--- src/rtl/coal_pkg.sv ---
package coal_pkg;

    typedef enum logic [1:0] {
        ST_IDLE   = 2'd0,
        ST_ISSUE  = 2'd1,
        ST_REPORT = 2'd2
    } coal_state_e;

endpackage

--- src/rtl/coal_popcnt.sv ---
module coal_popcnt #(
    parameter int W     = 32,
    parameter int OUT_W = $clog2(W + 1)
) (
    input  logic [W-1:0]     bits,
    output logic [OUT_W-1:0] ones
);

    always_comb begin
        ones = '0;
        for (int i = 0; i < W; i++) begin
            ones = ones + OUT_W'(bits[i]);
        end
    end

endmodule

--- src/rtl/coal_min_tree.sv ---
// Finds the lowest slot number among the live lanes with a balanced tree
// of compare-select nodes. Level 0 holds the lanes; each higher level halves.
module coal_min_tree #(
    parameter int LANES = 32,
    parameter int SEG_W = 25
) (
    input  logic [LANES-1:0]       live,
    input  logic [LANES*SEG_W-1:0] segs,
    output logic                   any_live,
    output logic [SEG_W-1:0]       min_seg
);

    localparam int LVLS  = $clog2(LANES);
    localparam int NODES = 2 * LANES - 1;

    logic             nv [NODES];
    logic [SEG_W-1:0] ns [NODES];

    for (genvar k = 0; k < LANES; k++) begin : g_leaf
        assign nv[k] = live[k];
        assign ns[k] = segs[k*SEG_W +: SEG_W];
    end

    for (genvar l = 1; l <= LVLS; l++) begin : g_lvl
        localparam int CNT  = LANES >> l;
        localparam int BASE = 2 * LANES - (2 * LANES >> l);
        localparam int PREV = 2 * LANES - (2 * LANES >> (l - 1));
        for (genvar k = 0; k < CNT; k++) begin : g_node
            logic pick_left;
            assign pick_left = nv[PREV+2*k] &&
                               (!nv[PREV+2*k+1] || (ns[PREV+2*k] <= ns[PREV+2*k+1]));
            assign nv[BASE+k] = nv[PREV+2*k] | nv[PREV+2*k+1];
            assign ns[BASE+k] = pick_left ? ns[PREV+2*k] : ns[PREV+2*k+1];
        end
    end

    assign any_live = nv[NODES-1];
    assign min_seg  = ns[NODES-1];

endmodule

--- src/rtl/coal_seg_match.sv ---
module coal_seg_match #(
    parameter int LANES = 32,
    parameter int SEG_W = 25
) (
    input  logic [LANES-1:0]       live,
    input  logic [LANES*SEG_W-1:0] segs,
    input  logic [SEG_W-1:0]       target,
    output logic [LANES-1:0]       hit
);

    for (genvar k = 0; k < LANES; k++) begin : g_lane
        assign hit[k] = live[k] && (segs[k*SEG_W +: SEG_W] == target);
    end

endmodule

--- src/rtl/warp_coalescer.sv ---
module warp_coalescer
    import coal_pkg::*;
#(
    parameter int LANES      = 32,
    parameter int ADDR_W     = 32,
    parameter int SEG_BYTES  = 128,
    parameter int WORD_BYTES = 4,
    parameter int CNT_W      = $clog2(LANES + 1),
    parameter int BYTE_W     = $clog2(LANES * SEG_BYTES + 1)
) (
    input  logic                    clk,
    input  logic                    rst_n,
    input  logic                    req_valid,
    output logic                    req_ready,
    input  logic [LANES*ADDR_W-1:0] req_addr,
    input  logic [LANES-1:0]        req_mask,
    output logic                    txn_valid,
    input  logic                    txn_ready,
    output logic [ADDR_W-1:0]       txn_base,
    output logic [LANES-1:0]        txn_lanes,
    output logic                    txn_last,
    output logic                    done_valid,
    output logic [CNT_W-1:0]        done_txns,
    output logic [BYTE_W-1:0]       done_useful,
    output logic [BYTE_W-1:0]       done_moved
);

    localparam int OFF_W = $clog2(SEG_BYTES);
    localparam int SEG_W = ADDR_W - OFF_W;

    typedef struct packed {
        coal_state_e              state;
        logic [LANES*SEG_W-1:0]   segs;
        logic [LANES-1:0]         pending;
        logic [CNT_W-1:0]         count;
        logic [CNT_W-1:0]         active;
    } coal_regs_t;

    coal_regs_t r_d, r_q;

    // Slot number of each lane; offset bits inside a slot do not group lanes.
    logic [LANES*SEG_W-1:0] req_segs;
    logic [LANES*OFF_W-1:0] req_offs;
    logic                   lane_offsets_unused;

    for (genvar g = 0; g < LANES; g++) begin : g_split
        assign req_segs[g*SEG_W +: SEG_W] = req_addr[g*ADDR_W + OFF_W +: SEG_W];
        assign req_offs[g*OFF_W +: OFF_W] = req_addr[g*ADDR_W +: OFF_W];
    end
    assign lane_offsets_unused = ^req_offs;

    logic [CNT_W-1:0] req_active;

    coal_popcnt #(.W(LANES), .OUT_W(CNT_W)) u_popcnt (
        .bits (req_mask),
        .ones (req_active)
    );

    logic             any_live;
    logic [SEG_W-1:0] low_seg;
    logic [LANES-1:0] low_hit;
    logic [LANES-1:0] remaining;

    coal_min_tree #(.LANES(LANES), .SEG_W(SEG_W)) u_min (
        .live     (r_q.pending),
        .segs     (r_q.segs),
        .any_live (any_live),
        .min_seg  (low_seg)
    );

    coal_seg_match #(.LANES(LANES), .SEG_W(SEG_W)) u_match (
        .live   (r_q.pending),
        .segs   (r_q.segs),
        .target (low_seg),
        .hit    (low_hit)
    );

    assign remaining = r_q.pending & ~low_hit;

    always_comb begin
        r_d = r_q;
        unique case (r_q.state)
            ST_IDLE: begin
                if (req_valid) begin
                    r_d.segs    = req_segs;
                    r_d.pending = req_mask;
                    r_d.count   = '0;
                    r_d.active  = req_active;
                    r_d.state   = (req_mask != '0) ? ST_ISSUE : ST_REPORT;
                end
            end
            ST_ISSUE: begin
                if (txn_ready && any_live) begin
                    r_d.pending = remaining;
                    r_d.count   = r_q.count + CNT_W'(1);
                    if (remaining == '0) begin
                        r_d.state = ST_REPORT;
                    end
                end
            end
            ST_REPORT: begin
                r_d.state = ST_IDLE;
            end
            default: begin
                r_d.state = ST_IDLE;
            end
        endcase
    end

    always_ff @(posedge clk or negedge rst_n) begin
        if (!rst_n) begin
            r_q <= '0;
        end else begin
            r_q <= r_d;
        end
    end

    assign req_ready   = (r_q.state == ST_IDLE);
    assign txn_valid   = (r_q.state == ST_ISSUE) && any_live;
    assign txn_base    = {low_seg, {OFF_W{1'b0}}};
    assign txn_lanes   = low_hit;
    assign txn_last    = (remaining == '0);
    assign done_valid  = (r_q.state == ST_REPORT);
    assign done_txns   = r_q.count;
    assign done_useful = BYTE_W'(r_q.active) * BYTE_W'(WORD_BYTES);
    assign done_moved  = BYTE_W'(r_q.count) * BYTE_W'(SEG_BYTES);

    // an offered transaction always serves at least one lane
    p_lanes_nonempty_r2: assert property (@(posedge clk) disable iff (!rst_n)
        txn_valid |-> (txn_lanes != '0));

    // the report only follows once every active lane was served
    p_all_served_r2: assert property (@(posedge clk) disable iff (!rst_n)
        done_valid |-> (r_q.pending == '0));

    // bases rise strictly within one request
    p_ascending_r7: assert property (@(posedge clk) disable iff (!rst_n)
        (txn_valid && txn_ready && !txn_last) |=> (txn_valid && (txn_base > $past(txn_base))));

    // a stalled beat holds its content
    p_stall_hold_r7: assert property (@(posedge clk) disable iff (!rst_n)
        (txn_valid && !txn_ready) |=> (txn_valid && $stable(txn_base) && $stable(txn_lanes)));

    // useful bytes never exceed moved bytes
    p_eff_bound_r8: assert property (@(posedge clk) disable iff (!rst_n)
        done_valid |-> (done_useful <= done_moved));

    // the report lasts one cycle
    p_done_pulse_r8: assert property (@(posedge clk) disable iff (!rst_n)
        done_valid |=> !done_valid);

    // no new request while transactions are pending
    p_busy_blocks_r9: assert property (@(posedge clk) disable iff (!rst_n)
        txn_valid |-> !req_ready);

endmodule

--- config.mk ---
export PLATFORM = sky130hd
export DESIGN_NAME = warp_coalescer
export DESIGN_NICKNAME = d
export VERILOG_FILES = /design/src/rtl/coal_pkg.sv /design/src/rtl/coal_popcnt.sv /design/src/rtl/coal_min_tree.sv /design/src/rtl/coal_seg_match.sv /design/src/rtl/warp_coalescer.sv
export SDC_FILE = /design/constraint.sdc
export NUM_CORES = 2
export LEC_CHECK = 0
export BUFFER_PORTS_ARGS = -buffer_cell sky130_fd_sc_hd__buf_2
export CAP_MARGIN = 20
export CORE_MARGIN = 2
export CORE_UTILIZATION = 30
export DETAILED_ROUTE_END_ITERATION = 7
export PLACE_DENSITY = 0.56
export SYNTH_ARGS = -nofsm -noshare
export SYNTH_HDL_FRONTEND = slang
export SYNTH_SLANG_ARGS = --single-unit
--- constraint.sdc ---
create_clock -name clk -period 17.95 [get_ports clk]
set_input_delay 3.59 -clock clk [delete_from_list [all_inputs] [get_ports clk]]
set_output_delay 3.59 -clock clk [all_outputs]
set_load 0.02 [all_outputs]
==> flow_summary_export.csv <==
group,metric,value,unit
drt,dr.pass1.iters,8,
timing,slew-limit-headroom,16.43,%
min_path,min-delay-start,"r_q[0]$_DFFE_PN0P_",
drt,drc,0,
die,core,238100,sq um
yosys,synth_area,71900,sq um
yosys,ys_async_sr_fraction,100.0,%
drt,wl_per_cell,27.86,microns
clock_network,holdBufCountCts,0,
drt,drt_iter0_drc,7635,
yosys,synth.yosys.seq_area_share,29.44,%
critical_path,worst-path-max-fanout,7,
drt,viasPerCell,5.321,
critical_path,crit_required,14.36,ns
status,violations,"setup timing",
clock_network,cts_buffers,108,
critical_path,crit_path_max_incr_delay,0.56,ns
die,rows,179,
global_routing,grtUsageMet2,49.63,%
drt,dr_total_vias,77300,
critical_path,crit_top_cell,"buf_4",
global_routing,grtUsageMet1,43.79,%
die,boundaryPins,1160,
critical_path,path_delay_family,"simple AND/OR/NAND/NOR gates",
clock_network,cts_tree,"yes",
run,maxCapViolCount,0,
timing,finalWorstSetupSlack,-0.5129,ns
placed_design,dpl.hpwl,331300,microns
critical_path,r2r_cells,67,
placed_design,dp.cells,14070,
clock_network,clk_path_buf_depth,3,
yosys,ys_warn_count,0,
cells_and_area,mostFrequentLayoutCell,"nand2_1",
global_routing,first_global_vias,75930,
min_path,min_path_type,"register to register",
yosys,syn_inst,8861,
cells_and_area,synthToLayoutAreaGrowth,41.57,%
die,die_y,493.6,microns
yosys,synth_edf_count,0,
cells_and_area,fin_util,42.76,%
critical_path,crit_slowest_cell,"or4b_4",
critical_path,endpoint_kind,"primary output",
global_routing,grt-ovfl-total,0,
clock_network,clockRootBuffer,"clkbuf_16",
timing,hold_viol,0,
critical_path,crit_start,"r_q[821]$_DFFE_PN0P_",
placed_design,portBuffers,914,
timing,period_needed,18.46,ns
critical_path,worstPathArrival,14.87,ns
global_routing,antenna_found_initial,44,
critical_path,ff2ff_setup_slack,3.53,ns
placed_design,globalplace.congestion,1.036,
critical_path,worst-path-buf-inv,21,
die,die_w,493.6,microns
critical_path,r2r_start,"r_q[821]$_DFFE_PN0P_",
clock_network,cts_num_sinks,846,
timing,setup_violations,2,
critical_path,critPathKind,"register to primary output",
die,initial_utilization,30.20,%
global_routing,grt_pass1_wl,557600,microns
yosys,syn_area_per_cell,8.115,sq um
cells_and_area,final_cell_mix,"1945 x nand2_1, 1570 x buf_4, 897 x buf_2",
timing,fmax,54.16,MHz
cells_and_area,layout-drive-gt1-share,31.53,%
timing,rsz0062_at_grt,"true",
global_routing,grt_busiest_layer,"met2",
timing,min_period_over_period,102.9,%
timing,fin_skew,0.05363,ns
die,dieArea,243600,sq um
critical_path,timing.rr.end,"r_q[845]$_DFFE_PN0P_",
timing,drv_slew,0,
yosys,synth-seq-cells,846,
global_routing,grt_max_degree,213,
clock_network,htree_levels,3,
critical_path,endpoint,"txn_last",
yosys,synth_cell_types,108,
global_routing,track_usage,31.84,%
clock_network,worstSkewPairLatency,0.84,ns
clock_network,cts.clk_slew.worst_paths,0.06,ns
yosys,synth_ff_type,"dfrtp_1",
status,status,"complete, but fails checks",
drt,wl,404700,microns
cells_and_area,fillers,23940,
cells_and_area,fin_cells,14530,
critical_path,cp.depth,67,
global_routing,globalRouteMet3Util,4.491,%
critical_path,start_kind,"register",
drt,ant_nets,0,
cells_and_area,final_nets,13110,
timing,worst_slew_pin_slew,1.243,ns
-- sequential cells by signal (all words and copies together) (netlist names) --
signal     count
done_txns      6
r_q          840
-- Yosys cell counts, types with 17 or more instances --
master     number  share of area (%)
a2111oi_0      17               0.21
a211oi_1       51               0.53
a21o_1         65               0.68
a21oi_1       441                3.1
a221oi_1       17               0.21
a222oi_1       24               0.33
a22oi_1        34               0.35
and2_1         47               0.41
buf_1          26               0.14
buf_2          75               0.52
buf_4          94               0.98
clkbuf_1      254                1.3
dfrtp_1       846                 29
fa_1           24               0.67
ha_1          785                 14
inv_1         731                3.8
mux2_1         17               0.27
mux2_2         86                1.3
mux2i_1       353                4.9
nand2_1      1954                 10
nand2b_1       20               0.17
nand3_1       152                1.1
nand4_1       187                1.6
nor2_1        244                1.3
nor2b_1        26               0.23
nor3_1        114               0.79
nor4_1        201                1.7
o211ai_1       18               0.19
o21a_1         30               0.31
o21ai_0       736                5.1
o21ai_1        19               0.13
o22ai_1        75               0.65
xnor2_1       606                7.4
xor2_1        200                2.4
-- kinds of logic after synthesis --
| family | Yosys count | share of synthesized area (%) |
|---|---|---|
| XOR/XNOR | 806 | 9.818 |
| adder cells (fa/ha/maj) | 809 | 14.33 |
| other | 1 | 0.005215 |
| AND/OR/NAND/NOR | 3033 | 18.50 |
| multiplexers | 457 | 6.548 |
| AO/OA/AOI/OAI | 1716 | 14.40 |
| flip-flops | 846 | 29.44 |
| buffers and inverters | 1193 | 6.964 |
-- per-stage QoR --
step	TNS, ns	setup WS [ns]	hold WS (ns)	instance area [sq um]
after global placement	-10.25	-1.215	0.4640	91480
after global routing	-5.034	-0.8462	0.5011	101800
final	-0.8195	-0.5129	0.4868	101800
after floorplan	0	0.9066	0.4469	71980
after CTS	-0.6232	-0.4774	0.4837	97530
after detailed placement	-13.22	-1.294	0.4695	91480
-- metal layers --
layer	routed length (microns)	up-vias
met5	136	-
met4	19830	22
met3	27690	728
met2	178800	3310
met1	178200	38050
li1	-	35190
-- worst min-delay path by stage --
| stage | to | cells after the start |
|---|---|---|
| floorplan | r_q[0]$_DFFE_PN0P_ | 2 |
| global placement | r_q[0]$_DFFE_PN0P_ | 2 |
| detailed placement | r_q[0]$_DFFE_PN0P_ | 2 |
| CTS | r_q[0]$_DFFE_PN0P_ | 2 |
| global route | r_q[1]$_DFFE_PN0P_ | 2 |
| finish | r_q[0]$_DFFE_PN0P_ | 2 |
-- cell type report --
class                   instances  area (sq um)  share of cell area [%]
diodes                         25         62.56                 0.06146
clock buffers                 151          3117                   3.062
multi-input cells            6844         49570                   48.69
well taps                    3167          3963                   3.893
repair buffers               2709         20480                   20.11
inverters                     733          2751                   2.703
flip-flops and latches        846         21180                   20.81
clock inverters                52         674.4                  0.6625
-- worst reg2reg max path: cells and delay by family (launching register included) --
family | cells | cell delay [ns]
multiplexers | 1 | 0.34
AO/OA/AOI/OAI | 18 | 4.19
adder cells (fa/ha/maj) | 5 | 1.57
AND/OR/NAND/NOR | 22 | 4.31
XOR/XNOR | 1 | 0.13
flip-flops | 1 | 0.42
buffers and inverters | 20 | 3.42
-- timing repair --
action,4_1_cts,5_1_grt
pin swaps,78,207
gates resized for setup,328,576
endpoints found under the setup margin,41,33
gates cloned,7,9
setup buffers,69,159
Power is not shown: default switching activity piles up to over one toggle a cycle in this logic, so the estimate is an artifact.
